[config.mk]
export PLATFORM = sky130hd
export DESIGN_NAME = lcd_scan_ctrl
export DESIGN_NICKNAME = d
export VERILOG_FILES = /design/src/rtl/lcd_scan_pkg.sv /design/src/rtl/lcd_frame_timer.sv /design/src/rtl/lcd_row_mapper.sv /design/src/rtl/lcd_seg_stage.sv /design/src/rtl/lcd_annun_drv.sv /design/src/rtl/lcd_scan_ctrl.sv
export SDC_FILE = /design/constraint.sdc
export NUM_CORES = 1
export LEC_CHECK = 0
export BUFFER_PORTS_ARGS = -buffer_cell sky130_fd_sc_hd__clkbuf_2
export CAP_MARGIN = 20
export CORE_ASPECT_RATIO = 0.7
export CORE_MARGIN = 8
export CORE_UTILIZATION = 30
export DETAILED_ROUTE_END_ITERATION = 7
export SETUP_SLACK_MARGIN = 0.2
export SYNTH_ARGS = -nofsm -noshare
export SYNTH_HDL_FRONTEND = slang
export SYNTH_SLANG_ARGS = --single-unit
[constraint.sdc]
create_clock -name clk -period 3.5 [get_ports clk]
set_clock_uncertainty 0.1 [all_clocks]
set_input_delay 0.525 -clock clk [delete_from_list [all_inputs] [get_ports clk]]
set_output_delay 0.525 -clock clk [all_outputs]
set_load 0.02 [all_outputs]
[src/rtl/lcd_scan_pkg.sv]
package lcd_scan_pkg;

  localparam int unsigned COM_LINES  = 17;
  localparam int unsigned SEG_LINES  = 120;
  localparam int unsigned ANN_LINES  = 3;
  localparam int unsigned FRAME_CLKS = 640;

  typedef struct packed {
    logic duty17;
    logic row_flip;
    logic col_flip;
    logic disp_on;
    logic icon;
  } scan_cfg_t;

  localparam scan_cfg_t CFG_RESET = '{
    duty17:   1'b1,
    row_flip: 1'b0,
    col_flip: 1'b0,
    disp_on:  1'b0,
    icon:     1'b0
  };

endpackage

[src/rtl/lcd_frame_timer.sv]
module lcd_frame_timer
  import lcd_scan_pkg::*;
#(
  parameter int unsigned NCOM  = COM_LINES,
  parameter int unsigned FRAME = FRAME_CLKS,
  localparam int unsigned CNT_W    = $clog2(FRAME),
  localparam int unsigned IDX_W    = $clog2(NCOM + 1),
  localparam int unsigned LEN_ALL  = FRAME / NCOM,
  localparam int unsigned LEN_TRIM = FRAME / (NCOM - 1),
  localparam int unsigned POS_W    = $clog2(LEN_TRIM + 1)
) (
  input  logic             clk,
  input  logic             rst_n,
  input  scan_cfg_t        cfg_in,
  output scan_cfg_t        cfg_q,
  output logic [CNT_W-1:0] frame_cnt,
  output logic [IDX_W-1:0] slot_idx,
  output logic             slot_bound,
  output logic             pol
);

  logic [CNT_W-1:0] cnt_q, cnt_d;
  logic [POS_W-1:0] pos_q, pos_d;
  logic [IDX_W-1:0] idx_q, idx_d;
  logic             pol_q, pol_d;
  scan_cfg_t        cfg_r;
  logic             frame_end;
  logic             long_mode;
  logic [POS_W-1:0] slot_len;
  logic [IDX_W-1:0] nslots;
  logic             slot_wrap;

  // Slot geometry of the frame now running
  always_comb begin
    long_mode = cfg_r.duty17 | cfg_r.icon;
    slot_len  = long_mode ? POS_W'(LEN_ALL) : POS_W'(LEN_TRIM);
    nslots    = long_mode ? IDX_W'(NCOM) : IDX_W'(NCOM - 1);
  end

  // Next-state logic
  always_comb begin
    frame_end = (cnt_q == CNT_W'(FRAME - 1));
    slot_wrap = (pos_q == slot_len - POS_W'(1));
    cnt_d     = frame_end ? '0 : cnt_q + CNT_W'(1);
    pol_d     = pol_q ^ frame_end;
    if (frame_end) begin
      pos_d = '0;
      idx_d = '0;
    end else if (slot_wrap) begin
      pos_d = '0;
      idx_d = (idx_q == nslots) ? idx_q : idx_q + IDX_W'(1);
    end else begin
      pos_d = pos_q + POS_W'(1);
      idx_d = idx_q;
    end
  end

  // Counter registers
  always_ff @(posedge clk or negedge rst_n) begin
    if (!rst_n) begin
      cnt_q <= '0;
      pos_q <= '0;
      idx_q <= '0;
      pol_q <= 1'b0;
    end else begin
      cnt_q <= cnt_d;
      pos_q <= pos_d;
      idx_q <= idx_d;
      pol_q <= pol_d;
    end
  end

  // Settings register, enabled once per frame
  always_ff @(posedge clk or negedge rst_n) begin
    if (!rst_n) begin
      cfg_r <= CFG_RESET;
    end else if (frame_end) begin
      cfg_r <= cfg_in;
    end
  end

  assign cfg_q      = cfg_r;
  assign frame_cnt  = cnt_q;
  assign slot_idx   = idx_q;
  assign slot_bound = (pos_q == '0);
  assign pol        = pol_q;


  frame_start_chk: assert property (@(posedge clk) disable iff (!rst_n)
    (cnt_q == '0) |-> (idx_q == '0 && pos_q == '0));


  pol_hold_chk: assert property (@(posedge clk) disable iff (!rst_n)
    !frame_end |=> $stable(pol_q));


  slot_limit_chk: assert property (@(posedge clk) disable iff (!rst_n)
    idx_q <= nslots);

endmodule

[src/rtl/lcd_row_mapper.sv]
module lcd_row_mapper
  import lcd_scan_pkg::*;
#(
  parameter int unsigned NCOM = COM_LINES,
  localparam int unsigned IDX_W  = $clog2(NCOM + 1),
  localparam int unsigned ADDR_W = $clog2(NCOM)
) (
  input  logic              clk,
  input  logic              rst_n,
  input  scan_cfg_t         cfg,
  input  logic [IDX_W-1:0]  slot_idx,
  input  logic              slot_bound,
  output logic              rd_en,
  output logic [ADDR_W-1:0] rd_addr,
  output logic              cmd_active,
  output logic [ADDR_W-1:0] cmd_com
);

  localparam logic [ADDR_W-1:0] LAST_ROW = ADDR_W'(NCOM - 1);

  logic             long_mode;
  logic [IDX_W-1:0] nslots;
  logic [IDX_W-1:0] flip_idx;

  always_comb begin
    long_mode = cfg.duty17 | cfg.icon;
    nslots    = long_mode ? IDX_W'(NCOM) : IDX_W'(NCOM - 1);
    flip_idx  = nslots - IDX_W'(1) - slot_idx;
    if (cfg.icon) begin
      cmd_active = cfg.disp_on && (slot_idx == IDX_W'(NCOM - 1));
      cmd_com    = LAST_ROW;
      rd_addr    = LAST_ROW;
    end else begin
      cmd_active = cfg.disp_on && (slot_idx < nslots);
      cmd_com    = cfg.row_flip ? ADDR_W'(flip_idx) : ADDR_W'(slot_idx);
      rd_addr    = ADDR_W'(slot_idx);
    end
    rd_en = slot_bound && cmd_active;
  end


  rd_addr_range_chk: assert property (@(posedge clk) disable iff (!rst_n)
    rd_en |-> (rd_addr <= LAST_ROW));


  icon_row_chk: assert property (@(posedge clk) disable iff (!rst_n)
    (rd_en && cfg.icon) |-> (rd_addr == LAST_ROW && cmd_com == LAST_ROW));


  off_no_read_chk: assert property (@(posedge clk) disable iff (!rst_n)
    !cfg.disp_on |-> !rd_en);

endmodule

[src/rtl/lcd_seg_stage.sv]
module lcd_seg_stage
  import lcd_scan_pkg::*;
#(
  parameter int unsigned NCOM = COM_LINES,
  parameter int unsigned NSEG = SEG_LINES,
  localparam int unsigned ADDR_W = $clog2(NCOM)
) (
  input  logic              clk,
  input  logic              rst_n,
  input  logic              bound,
  input  logic              active,
  input  logic [ADDR_W-1:0] com_idx,
  input  logic              col_flip,
  input  logic              pol_in,
  input  logic [NSEG-1:0]   rd_data,
  output logic [NCOM-1:0]   com_sel,
  output logic [NSEG-1:0]   seg_on,
  output logic              frame_pol
);

  logic              s1_bound;
  logic              s1_active;
  logic [ADDR_W-1:0] s1_com;
  logic              s1_flip;
  logic              s1_pol;
  logic [NSEG-1:0]   seg_pick;
  logic [NCOM-1:0]   com_dec;
  logic [NSEG-1:0]   seg_d;
  logic [NCOM-1:0]   com_d;
  logic [NSEG-1:0]   seg_q;
  logic [NCOM-1:0]   com_q;
  logic              pol_q;

  // Stage 1: slot command, aligned with the RAM read
  always_ff @(posedge clk or negedge rst_n) begin
    if (!rst_n) begin
      s1_bound  <= 1'b0;
      s1_active <= 1'b0;
      s1_com    <= '0;
      s1_flip   <= 1'b0;
      s1_pol    <= 1'b0;
    end else begin
      s1_bound <= bound;
      s1_pol   <= pol_in;
      if (bound) begin
        s1_active <= active;
        s1_com    <= com_idx;
        s1_flip   <= col_flip;
      end
    end
  end

  for (genvar j = 0; j < NSEG; j++) begin : g_mirror
    assign seg_pick[j] = s1_flip ? rd_data[NSEG-1-j] : rd_data[j];
  end

  for (genvar i = 0; i < NCOM; i++) begin : g_com_dec
    assign com_dec[i] = (s1_com == ADDR_W'(i));
  end

  always_comb begin
    com_d = s1_active ? com_dec  : '0;
    seg_d = s1_active ? seg_pick : '0;
  end

  // Stage 2: output latch, loaded only at slot boundaries
  always_ff @(posedge clk or negedge rst_n) begin
    if (!rst_n) begin
      com_q <= '0;
      seg_q <= '0;
      pol_q <= 1'b0;
    end else begin
      pol_q <= s1_pol;
      if (s1_bound) begin
        com_q <= com_d;
        seg_q <= seg_d;
      end
    end
  end

  assign com_sel   = com_q;
  assign seg_on    = seg_q;
  assign frame_pol = pol_q;


  seg_hold_chk: assert property (@(posedge clk) disable iff (!rst_n)
    !s1_bound |=> ($stable(seg_q) && $stable(com_q)));


  com_onehot_chk: assert property (@(posedge clk) disable iff (!rst_n)
    $onehot0(com_q));

endmodule

[src/rtl/lcd_annun_drv.sv]
module lcd_annun_drv
  import lcd_scan_pkg::*;
#(
  parameter int unsigned NANN  = ANN_LINES,
  parameter int unsigned FRAME = FRAME_CLKS,
  localparam int unsigned CNT_W = $clog2(FRAME),
  localparam int unsigned HALF  = FRAME / 2
) (
  input  logic             clk,
  input  logic             rst_n,
  input  logic [CNT_W-1:0] frame_cnt,
  input  logic [NANN-1:0]  ann_en,
  output logic             bp,
  output logic [NANN-1:0]  ann
);

  logic            bp_q, bp_d;
  logic [NANN-1:0] ann_q, ann_d;

  always_comb begin
    bp_d  = bp_q ^ (frame_cnt == CNT_W'(HALF - 1));
    ann_d = ann_en ^ {NANN{bp_d}};
  end

  always_ff @(posedge clk or negedge rst_n) begin
    if (!rst_n) begin
      bp_q  <= 1'b0;
      ann_q <= '0;
    end else begin
      bp_q  <= bp_d;
      ann_q <= ann_d;
    end
  end

  assign bp  = bp_q;
  assign ann = ann_q;


  bp_toggle_point_chk: assert property (@(posedge clk) disable iff (!rst_n)
    !$stable(bp_q) |-> (frame_cnt == CNT_W'(HALF)));


  ann_track_chk: assert property (@(posedge clk) disable iff (!rst_n)
    ($past(rst_n) && $stable(ann_en)) |=>
      ((ann_q ^ {NANN{bp_q}}) == $past(ann_q ^ {NANN{bp_q}})));

endmodule

[src/rtl/lcd_scan_ctrl.sv]
module lcd_scan_ctrl
  import lcd_scan_pkg::*;
#(
  parameter int unsigned NCOM  = COM_LINES,
  parameter int unsigned NSEG  = SEG_LINES,
  parameter int unsigned NANN  = ANN_LINES,
  parameter int unsigned FRAME = FRAME_CLKS,
  localparam int unsigned ADDR_W = $clog2(NCOM),
  localparam int unsigned IDX_W  = $clog2(NCOM + 1),
  localparam int unsigned CNT_W  = $clog2(FRAME)
) (
  input  logic              clk,
  input  logic              rst_n,
  input  logic              cfg_duty17,
  input  logic              cfg_row_flip,
  input  logic              cfg_col_flip,
  input  logic              cfg_disp_on,
  input  logic              cfg_icon,
  input  logic [NANN-1:0]   ann_en,
  output logic              ram_rd_en,
  output logic [ADDR_W-1:0] ram_rd_addr,
  input  logic [NSEG-1:0]   ram_rd_data,
  output logic [NCOM-1:0]   com_sel,
  output logic [NSEG-1:0]   seg_on,
  output logic              frame_pol,
  output logic              bp_out,
  output logic [NANN-1:0]   ann_out
);

  scan_cfg_t         cfg_in;
  scan_cfg_t         cfg_act;
  logic [CNT_W-1:0]  frame_cnt;
  logic [IDX_W-1:0]  slot_idx;
  logic              slot_bound;
  logic              sched_pol;
  logic              cmd_active;
  logic [ADDR_W-1:0] cmd_com;

  always_comb begin
    cfg_in.duty17   = cfg_duty17;
    cfg_in.row_flip = cfg_row_flip;
    cfg_in.col_flip = cfg_col_flip;
    cfg_in.disp_on  = cfg_disp_on;
    cfg_in.icon     = cfg_icon;
  end

  lcd_frame_timer #(.NCOM(NCOM), .FRAME(FRAME)) u_timer (
    .clk        (clk),
    .rst_n      (rst_n),
    .cfg_in     (cfg_in),
    .cfg_q      (cfg_act),
    .frame_cnt  (frame_cnt),
    .slot_idx   (slot_idx),
    .slot_bound (slot_bound),
    .pol        (sched_pol)
  );

  lcd_row_mapper #(.NCOM(NCOM)) u_mapper (
    .clk        (clk),
    .rst_n      (rst_n),
    .cfg        (cfg_act),
    .slot_idx   (slot_idx),
    .slot_bound (slot_bound),
    .rd_en      (ram_rd_en),
    .rd_addr    (ram_rd_addr),
    .cmd_active (cmd_active),
    .cmd_com    (cmd_com)
  );

  lcd_seg_stage #(.NCOM(NCOM), .NSEG(NSEG)) u_seg (
    .clk       (clk),
    .rst_n     (rst_n),
    .bound     (slot_bound),
    .active    (cmd_active),
    .com_idx   (cmd_com),
    .col_flip  (cfg_act.col_flip),
    .pol_in    (sched_pol),
    .rd_data   (ram_rd_data),
    .com_sel   (com_sel),
    .seg_on    (seg_on),
    .frame_pol (frame_pol)
  );

  lcd_annun_drv #(.NANN(NANN), .FRAME(FRAME)) u_annun (
    .clk       (clk),
    .rst_n     (rst_n),
    .frame_cnt (frame_cnt),
    .ann_en    (ann_en),
    .bp        (bp_out),
    .ann       (ann_out)
  );

endmodule

After elaboration in Yosys (flattened, before gate mapping)
Cells that the tools add are included.
{"block": "totals", "out_inout_bits": 148, "register_bits": 178, "inputBits": 130}
{"block": "op_classes", "magnitude_cmp": 1, "addsub": 6, "n_mux": 134, "bitwise": 4, "eq_ne": 22, "reduce_logical": 7}
{"op": "1-bit 2-to-1 mux", "count": 122}
{"op": "120-bit 2-to-1 mux", "count": 1}
{"op": "5-bit by 4-bit == test with 1-bit output (second input constant)", "count": 8}
{"op": "5-bit 2-to-1 mux", "count": 6}
{"op": "5-bit by 3-bit == test with 1-bit output (second input constant)", "count": 4}
{"op": "17-bit 2-to-1 mux", "count": 1}
{"op": "6-bit 2-to-1 mux", "count": 2}
{"op": "10-bit by 1-bit adder with 10-bit output (second input constant)", "count": 1}
{"op": "10-bit == test (second input constant)", "count": 1}
{"op": "10-bit by 9-bit == test with 1-bit output (second input constant)", "count": 1}
{"op": "5-bit by 2-bit == test with 1-bit output (second input constant)", "count": 2}
{"op": "5-bit == test (second input constant)", "count": 2}
{"op": "10-bit 2-to-1 mux", "count": 1}
{"op": "6-bit by 1-bit adder with 6-bit output (second input constant)", "count": 1}
{"op": "6-bit == test", "count": 1}
{"op": "6-bit logical NOT", "count": 1}
{"op": "6-bit by 1-bit subtractor with 6-bit output (second input constant)", "count": 1}
{"op": "5-bit by 1-bit adder with 5-bit output (second input constant)", "count": 1}
{"op": "5-bit by 1-bit == test with 1-bit output (second input constant)", "count": 1}
{"op": "5-bit == test", "count": 1}
{"op": "5-bit logical NOT", "count": 1}
{"op": "5-bit < comparator", "count": 1}
{"op": "5-bit by 1-bit subtractor with 5-bit output (second input constant)", "count": 1}
{"op": "5-bit subtractor", "count": 1}
{"op": "8 further kinds", "count": 11}

Longest topological paths before layout
Gate-level depths: netlist (run 1).
{"block": "logic_depth", "ltp_word": 6, "ltp_mapped": 7, "depth_no_buf": 7}

Modules after synthesis
Synthesis (run 1) repeated with hierarchy kept, for this count alone.
{"block": "unflattened", "cells_unflattened": 778, "hier_area_um2": 8430.6}
{"mod": "lcd_seg_stage", "area_per_inst_um2": 6692.7, "seq_area_each_um2": 3678.5, "cells_each": 606, "n_inst": 1}
{"mod": "lcd_frame_timer", "area_per_inst_um2": 1301.2, "seq_area_each_um2": 676.9, "cells_each": 125, "n_inst": 1}
{"mod": "lcd_row_mapper", "area_per_inst_um2": 227.7, "seq_area_each_um2": 0.0, "cells_each": 32, "n_inst": 1}
{"mod": "lcd_annun_drv", "area_per_inst_um2": 209.0, "seq_area_each_um2": 100.1, "cells_each": 15, "n_inst": 1}

Worst setup path before layout (run 1)
OpenSTA, ideal clock, no wires.
{"block": "synth_timing", "kind": "register to output", "from": "register u_timer.idx_q[3], in the netlist u_timer.slot_idx[3]", "to": "output ram_rd_en", "t_arrival_ps": 1305, "path_buffers": 1, "path_stages_with_launch": 5, "slack_ps": 1570, "cell_sequence": "dfrtp_1 > buf_2 > or3_1 > o21ai_1 > o2111a_1"}
{"block": "synth_via", "elab_chain_cells": 4}
{"element": "start, declared", "line": "lcd_frame_timer.sv:24", "text": "logic [IDX_W-1:0] idx_q, idx_d;"}
{"element": "start signal, assigned", "line": "lcd_frame_timer.sv:68", "text": "idx_q <= idx_d;"}
{"element": "5-bit < comparator or 5-bit == test (tied branches)", "line": "lcd_row_mapper.sv:34, lcd_row_mapper.sv:30"}
{"element": "1-bit logical AND (on tied branches)", "line": "lcd_row_mapper.sv:34, lcd_row_mapper.sv:30"}
{"element": "1-bit 2-to-1 mux *", "line": "lcd_row_mapper.sv:29", "text": "if (cfg.icon) begin"}
{"element": "1-bit logical AND *", "line": "lcd_row_mapper.sv:38", "text": "rd_en = slot_bound && cmd_active;"}
{"element": "end, declared", "line": "lcd_scan_ctrl.sv:20", "text": "output logic ram_rd_en,"}
Every way passes the cells marked *; elsewhere a longest branch is shown, timed or not.

Worst setup path after layout (run 1)
{"block": "layout_timing", "from": "register u_timer.pos_q[2]", "to": "output ram_rd_en"}
{"block": "layout_via", "elab_chain_cells": 2}
{"element": "start, declared", "line": "lcd_frame_timer.sv:23", "text": "logic [POS_W-1:0] pos_q, pos_d;"}
{"element": "start signal, assigned", "line": "lcd_frame_timer.sv:67", "text": "pos_q <= pos_d;"}
{"element": "6-bit logical NOT", "line": "lcd_frame_timer.sv:85", "text": "assign slot_bound = (pos_q == '0);"}
{"element": "net slot_bound", "line": "lcd_scan_ctrl.sv:34", "text": "logic slot_bound;"}
{"element": "1-bit logical AND", "line": "lcd_row_mapper.sv:38"}
The timed path passes the listed nets, and every way through them passes these cells.

==> results of run 1 <==
## routing by layer
| layer | track usage | wire, um |
|---|---|---|
| met5 | 0 | 0 |
| met1 | 0.187 | 11200 |
| met4 | 0.0293 | 161 |
| met3 | 0.0475 | 1450 |
| met2 | 0.223 | 11000 |
## cell families (layout without fill, tap and decap cells)
kind of cell,Yosys count,in the layout,share of synthesized area
buf+inv,196,463,0.0929
flops,178,178,0.540
compound gates,164,164,0.127
mux,124,124,0.151
simple gates,88,88,0.0561
xor+xnor,19,19,0.0211
fa+ha+maj,8,8,0.0121
## worst min path at each step
stage,end,slack (ps),start
after global placement,u_seg.frame_pol,230,u_seg.s1_pol
after CTS,u_seg.seg_on[46],60,rst_n
final,u_seg.seg_on[41],60,rst_n
after detailed placement,u_seg.frame_pol,240,u_seg.s1_pol
after floorplan,u_annun.ann[0],130,rst_n
after global routing,u_seg.seg_on[41],90,rst_n
## power by group
part	switching [mW]	internal, mW	total [mW]
Combinational	0.109	0.0906	0.200
Clock	0.870	1.13	2.00
Sequential	0.000528	2.06	2.06
Total	0.979	3.28	4.26
## cell type report
type | instances | area (um2) | area share
Clock inverter | 14 | 178 | 0.0167
Multi-Input combinational cell | 403 | 3030 | 0.285
Clock buffer | 17 | 425 | 0.0400
Sequential cell | 178 | 4460 | 0.420
Inverter | 146 | 548 | 0.0516
Tap cell | 364 | 455 | 0.0429
Timing Repair Buffer | 286 | 1520 | 0.143
## metrics by stage
step / area [um2] / instances / setup WS, ps / hold WS (ps)
2_1_floorplan: 8250 / 777 / 1570 / 129
3_3_place_gp: 10000 / 1377 / 1260 / 234
3_5_place_dp: 10000 / 1377 / 1240 / 236
4_1_cts: 10600 / 1408 / 745 / 56.8
5_1_grt: 10600 / 1408 / 612 / 90.7
6_report: 10600 / 1408 / 786 / 55.2
## state kept, by name, summed over array words and instances (netlist names)
| signal | cells |
|---|---|
| u_seg.frame_pol | 1 |
| u_annun.ann | 3 |
| u_annun.bp | 1 |
| u_seg.s1_active | 1 |
| u_timer.pos_q | 6 |
| u_timer.frame_cnt | 10 |
| u_timer.pol | 1 |
| u_seg.s1_bound | 1 |
| u_seg.s1_com | 5 |
| u_seg.s1_pol | 1 |
| u_timer.cfg_q | 5 |
| u_seg.seg_on | 120 |
| u_timer.slot_idx | 5 |
| u_seg.s1_flip | 1 |
| u_seg.com_sel | 17 |
## critical path, cell delays in order, from the launching register on
cell and delay [ps]:
dfrtp_1 430, nor4_1 370, nand2_1 290, clkinv_1 170, o2111a_1 220, clkbuf_2 180
## cell usage in the layout (no fill, tap or decap), types with 4 or more instances in the layout
cell	netlist	routed
nor2_1	19	19
nand2_1	26	25
o31ai_1	9	9
buf_4	0	4
and2_1	4	4
dfrtp_1	177	175
nor2b_1	4	4
nand3_1	11	11
clkbuf_16	0	17
clkinv_4	0	4
xnor2_1	12	12
xor2_1	6	6
clkbuf_2	0	276
o22ai_1	137	137
mux2i_1	122	122
ha_1	8	8
inv_6	0	4
o21ai_1	5	5
buf_12	0	5
inv_1	145	145
==> load_flow_metrics.sql, run 1 <==
INSERT INTO impl_metrics (metric_group, metric, value, unit) VALUES
('global_routing', 'grt_pass1_wl', '38.4', 'mm'),
('floorplanning', 'die_outline_area', '33100', 'um2'),
('timing', 'tns', '0', 'ps'),
('critical_path', 'critical_path_arrival', '2090', 'ps'),
('cells_and_area', 'drive_gt1_frac', '0.314', ''),
('critical_path', 'startpoint_type', 'flop', ''),
('flow_run', 'timing.max_cap.violations', '0', ''),
('cts', 'clk_latency', '430', 'ps'),
('synthesis', 'syn_area_per_cell', '10.6', 'um2'),
('synthesis', 'ys_seq_elements', '178', ''),
('floorplanning', 'io-pin-count', '278', ''),
('cts', 'post_cts.resized_instances', '0', ''),
('cells_and_area', 'finalNetCount', '1170', ''),
('detailed_routing', 'antenna_violating_nets_post_route', '0', ''),
('cells_and_area', 'final_core_util', '0.395', ''),
('synthesis', 'synth_commonest_cells', 'dfrtp_1, inv_1, o22ai_1', ''),
('detailed_routing', 'first_iter_violations', '433', ''),
('hold_path', 'hold_path.class', 'input pin to async pin', ''),
('cts', 'htreeDepth', '4', ''),
('global_routing', 'grt.overflow.total', '0', ''),
('cts', 'post_cts_hold_buffer_count', '0', ''),
('cts', 'cts_buffers', '17', ''),
('critical_path', 'worst_r2r_endpoint', 'u_timer.pos_q[0]', ''),
('cells_and_area', 'area_delta_synth_final', '28.8', '%'),
('synthesis', 'synth_ff_type', 'dfrtp_1', ''),
('floorplanning', 'placeableCoreArea', '26900', 'um2'),
('synthesis', 'async_flop_share', '1.00', ''),
('global_routing', 'first_global_vias', '6731', ''),
('cts', 'cts_tree', 'done', ''),
('cts', 'clock_pin_slew_worst_setup_and_hold_paths', '70', 'ps'),
('detailed_routing', 'wl_per_cell', '16.9', 'um'),
('critical_path', 'worst-r2r-cell-count', '4', ''),
('floorplanning', 'rows', '50', ''),
('timing', 'setup_violations', '0', ''),
('floorplanning', 'floorplan.die.width', '214', 'um'),
('detailed_routing', 'route.vias.total', '6565', ''),
('timing', 'fin_crit_sh', '0.775', ''),
('timing', 'tightest_slew', '891', 'ps'),
('critical_path', 'crit_end', 'ram_rd_en', ''),
('outcome', 'outcome', 'complete, no violations', ''),
('synthesis', 'synth-warning-count', '0', ''),
('global_routing', 'grt_start_max_net_pins', '83', ''),
('synthesis', 'netlist_area', '8250', 'um2'),
('detailed_routing', 'viasPerCell', '4.66', ''),
('pwr', 'power.total', '4.26', 'mW'),
('timing', 'maxSlewHeadroom', '0.406', ''),
('timing', 'maxSlewViolCount', '0', ''),
('synthesis', 'yosysMostFrequentCell', 'dfrtp_1', ''),
('pwr', 'worst_ir_drop_vdd', '0.301', 'mV'),
('cts', 'cts_post_setup_buffers_inserted', '0', ''),
('cells_and_area', 'fillerInstances', '2716', ''),
('critical_path', 'r2r_setup_slk', '1330', 'ps'),
('critical_path', 'worst_r2r_startpoint', 'u_timer.cfg_q[0]', ''),
('synthesis', 'synth_largest_area_cell', 'dfrtp_1', ''),
('cts', 'clkSinkCount', '178', ''),
('cts', 'max-clock-path-buffers', '2', ''),
('synthesis', 'top_area_cells_in_the_synthesized_netlist', 'dfrtp_1, mux2i_1, o22ai_1', ''),
('detailed_routing', 'first_pass_iters', '4', ''),
('synthesis', 'synth_edf_count', '0', ''),
('detailed_routing', 'detail_route.drc_violations', '0', ''),
('synthesis', 'synth_cell_type_count', '45', ''),
('critical_path', 'critical_path.startpoint', 'u_timer.pos_q[2]', ''),
('cts', 'clk_root_buffer_cell', 'clkbuf_16', ''),
('synthesis', 'synth_largest_type_area_fraction', '0.537', ''),
('timing', 'rsz0062_at_grt', 'no', ''),
('synthesis', 'synthCells', '777', ''),
('place', 'numPortBuffers', '277', ''),
('place', 'detailedPlacementHpwl', '17.4', 'mm'),
('cells_and_area', 'count_of_inserted_antenna_diode_cells', '0', ''),
('detailed_routing', 'drt_wirelength', '23.8', 'mm'),
('floorplanning', 'die_h', '155', 'um');
Note: power is estimated with default switching activity, not from simulation.
==> run 2, diff against run 1 <==
==> constraint.sdc (replaced) <==
create_clock -name clk -period 2.4 [get_ports clk]
set_clock_uncertainty 0.1 [all_clocks]
set_input_delay 0.36 -clock clk [delete_from_list [all_inputs] [get_ports clk]]
set_output_delay 0.36 -clock clk [all_outputs]
set_load 0.02 [all_outputs]
==> run 2 against run 1 <==
Net effect: wire length grew 4.4%; sequential power grew 46%; critical path depth grew 1; design area grew 2.9%; final cell count grew 1.9%; setup slack lost 610 ps; total power grew 48%; clock power grew 50%.
==> load_flow_metrics.sql, run 2 (same netlist as run 1, synthesis figures left out) <==
INSERT INTO impl_metrics (metric_group, metric, value, unit) VALUES
('outcome', 'outcome', 'complete, no violations', ''),
('pwr', 'pwr_density_cell', '576', 'nW/um2'),
('pwr', 'worst_ir_drop_vdd', '0.438', 'mV'),
('critical_path', 'worst-r2r-cell-count', '7', ''),
('critical_path', 'path_buf_inv', '2', ''),
('global_routing', 'grt_start_max_net_pins', '138', ''),
('critical_path', 'setup.worst_path.class', 'flop to output pin', ''),
('hold_path', 'hold_path.class', 'input pin to flop', ''),
('detailed_routing', 'first_iter_violations', '370', ''),
('critical_path', 'max_stage_delay', '400', 'ps'),
('detailed_routing', 'detail_route.drc_violations', '0', ''),
('cells_and_area', 'fillerInstances', '2645', ''),
('timing', 'setup_violations', '0', ''),
('pwr', 'leakagePower', '5.05', 'nW'),
('place', 'gp_congestion', '0.825', ''),
('cts', 'clkSinkCount', '178', ''),
('timing', 'tightest_slew', '812', 'ps'),
('cells_and_area', 'largest_register_ff_count', '120', ''),
('critical_path', 'critical_path_arrival', '1760', 'ps'),
('timing', 'max_freq', '450', 'MHz'),
('cts', 'cts_tree', 'done', ''),
('cells_and_area', 'count_of_inserted_antenna_diode_cells', '0', ''),
('timing', 'rsz0062_at_grt', 'yes', ''),
('critical_path', 'startpoint_type', 'flop', ''),
('detailed_routing', 'drt_wirelength', '24.8', 'mm'),
('cells_and_area', 'area_delta_synth_final', '32.6', '%'),
('global_routing', 'grt_use_total', '0.147', ''),
('cts', 'cts_buffers', '17', ''),
('critical_path', 'crit_path_top_delay_cell', 'dfrtp_2', ''),
('critical_path', 'timing.critical_path.to_type', 'output pin', ''),
('timing', 'period_minus_slack', '2220', 'ps'),
('floorplanning', 'die_outline_area', '33100', 'um2'),
('global_routing', 'grt_pass1_wl', '39.5', 'mm'),
('critical_path', 'critical_path_required', '1940', 'ps'),
('detailed_routing', 'route.vias.total', '6720', ''),
('critical_path', 'crit_end', 'ram_rd_en', ''),
('timing', 'maxSlewHeadroom', '0.459', ''),
('global_routing', 'antenna_found_initial', '0', ''),
('floorplanning', 'die_h', '155', 'um'),
('floorplanning', 'placeableCoreArea', '26900', 'um2'),
('place', 'detailedPlacementHpwl', '17.8', 'mm'),
('critical_path', 'r2r_setup_slk', '430', 'ps'),
('flow_run', 'timing.max_cap.violations', '0', ''),
('critical_path', 'cp_cell_sequence', 'or2_4, ha_4, inv_2, o21ai_2, o2111a_1, clkbuf_8', ''),
('critical_path', 'worst_r2r_endpoint', 'u_timer.slot_idx[2]', ''),
('cts', 'clock_pin_slew_worst_setup_and_hold_paths', '70', 'ps'),
('timing', 'tns', '0', 'ps'),
('cells_and_area', 'most_common_library_cell_in_the_layout_ignoring_fill_and_taps', 'clkbuf_2', ''),
('timing', 'maxSlewViolCount', '0', ''),
('global_routing', 'first_global_vias', '6781', ''),
('floorplanning', 'io-pin-count', '278', ''),
('timing', 'timing.final.hold_violations', '0', ''),
('floorplanning', 'rows', '50', ''),
('cts', 'clk_root_buffer_cell', 'clkbuf_16', ''),
('critical_path', 'critical_path.startpoint', 'u_timer.cfg_q[0]', ''),
('timing', 'fin_crit_sh', '0.926', ''),
('critical_path', 'path_depth', '6', ''),
('place', 'numPortBuffers', '277', ''),
('global_routing', 'grt.overflow.total', '0', ''),
('floorplanning', 'floorplan.die.width', '214', 'um'),
('cells_and_area', 'most_frequent_cells_in_the_layout', 'clkbuf_2, dfrtp_1, inv_1, o22ai_1, mux2i_1', ''),
('critical_path', 'worst_r2r_startpoint', 'u_timer.cfg_q[0]', ''),
('cells_and_area', 'drive_gt1_frac', '0.340', ''),
('floorplanning', 'floorplan.initialDensity', '0.307', ''),
('detailed_routing', 'first_pass_iters', '4', ''),
('critical_path', 'critical_path.top_delay_family', 'flip-flops', ''),
('cts', 'clk_latency', '430', 'ps'),
('cts', 'max-clock-path-buffers', '2', ''),
('critical_path', 'crit_path_max_fanout', '2', ''),
('detailed_routing', 'viasPerCell', '4.68', ''),
('place', 'dpl_worst_slack', '362', 'ps'),
('timing', 'setup_ws', '177', 'ps'),
('detailed_routing', 'wl_per_cell', '17.3', 'um'),
('cells_and_area', 'finalNetCount', '1196', ''),
('detailed_routing', 'antenna_violating_nets_post_route', '0', ''),
('cts', 'htreeDepth', '4', '');
run 2: stage by stage:
stage	std cells	util	total power, mW	hold WS [ps]	cell area (um2)
final	1435	0.407	6.30	41.5	10900
after floorplan	777	-	3.13	-35.6	8250
after global routing	1435	0.407	6.55	31.8	10900
after CTS	1434	0.406	6.41	3.71	10900
after global placement	1387	0.376	3.36	226	10100
after detailed placement	1387	0.376	3.36	225	10100
run 2: layer usage:
layer	routed length (um)	part of all wire	vias up	global-route usage
met2	11100	0.45	172	0.224
met5	0	0	-	0
met4	218	0.0088	0	0.0352
met1	12100	0.49	3303	0.202
li1	-	-	3230	-
met3	1460	0.059	15	0.0454
run 2: report_power, final:
part           internal [mW]  switching [mW]
sequential              3.00        0.000618
combinational          0.141           0.164
clock                   1.71            1.28
run 2: worst min-delay path by stage:
stage,cells after the start,slack [ps],end,start
after floorplan,0,-40,u_annun.ann[0],rst_n
after global placement,1,230,u_seg.seg_on[46],rst_n
after detailed placement,1,230,u_seg.seg_on[46],rst_n
after CTS,3,4,u_timer.cfg_q[3],cfg_row_flip
after global routing,3,30,u_timer.cfg_q[3],cfg_row_flip
final,3,40,u_timer.cfg_q[3],cfg_row_flip
run 2: repair_timing:
action | in CTS | in global routing
endpoints found under the setup margin | 1 | 2
cloned | 0 | 0
hold buffers | 6 | 0
pin swaps | 3 | 1
hold endpoints to repair | 43 | 0
buffers inserted | 9 | 1
resized for setup | 16 | 3
run 2: area by class of cell:
cell class / count / area, um2 / share of cell area
well taps: 364 / 455 / 0.0416
multi-input cells: 403 / 3070 / 0.281
clock inverters: 13 / 170 / 0.0156
inverters: 146 / 551 / 0.0503
clock buffers: 19 / 453 / 0.0414
flip-flops and latches: 178 / 4470 / 0.409
repair buffers: 312 / 1770 / 0.162
run 2: worst register-to-register path, delay by kind of cell (launching register included):
family / cells / cell delay [ps]
compound gates: 2 / 210
fa+ha+maj: 1 / 290
simple gates: 3 / 770
buf+inv: 1 / 140
flops: 1 / 400
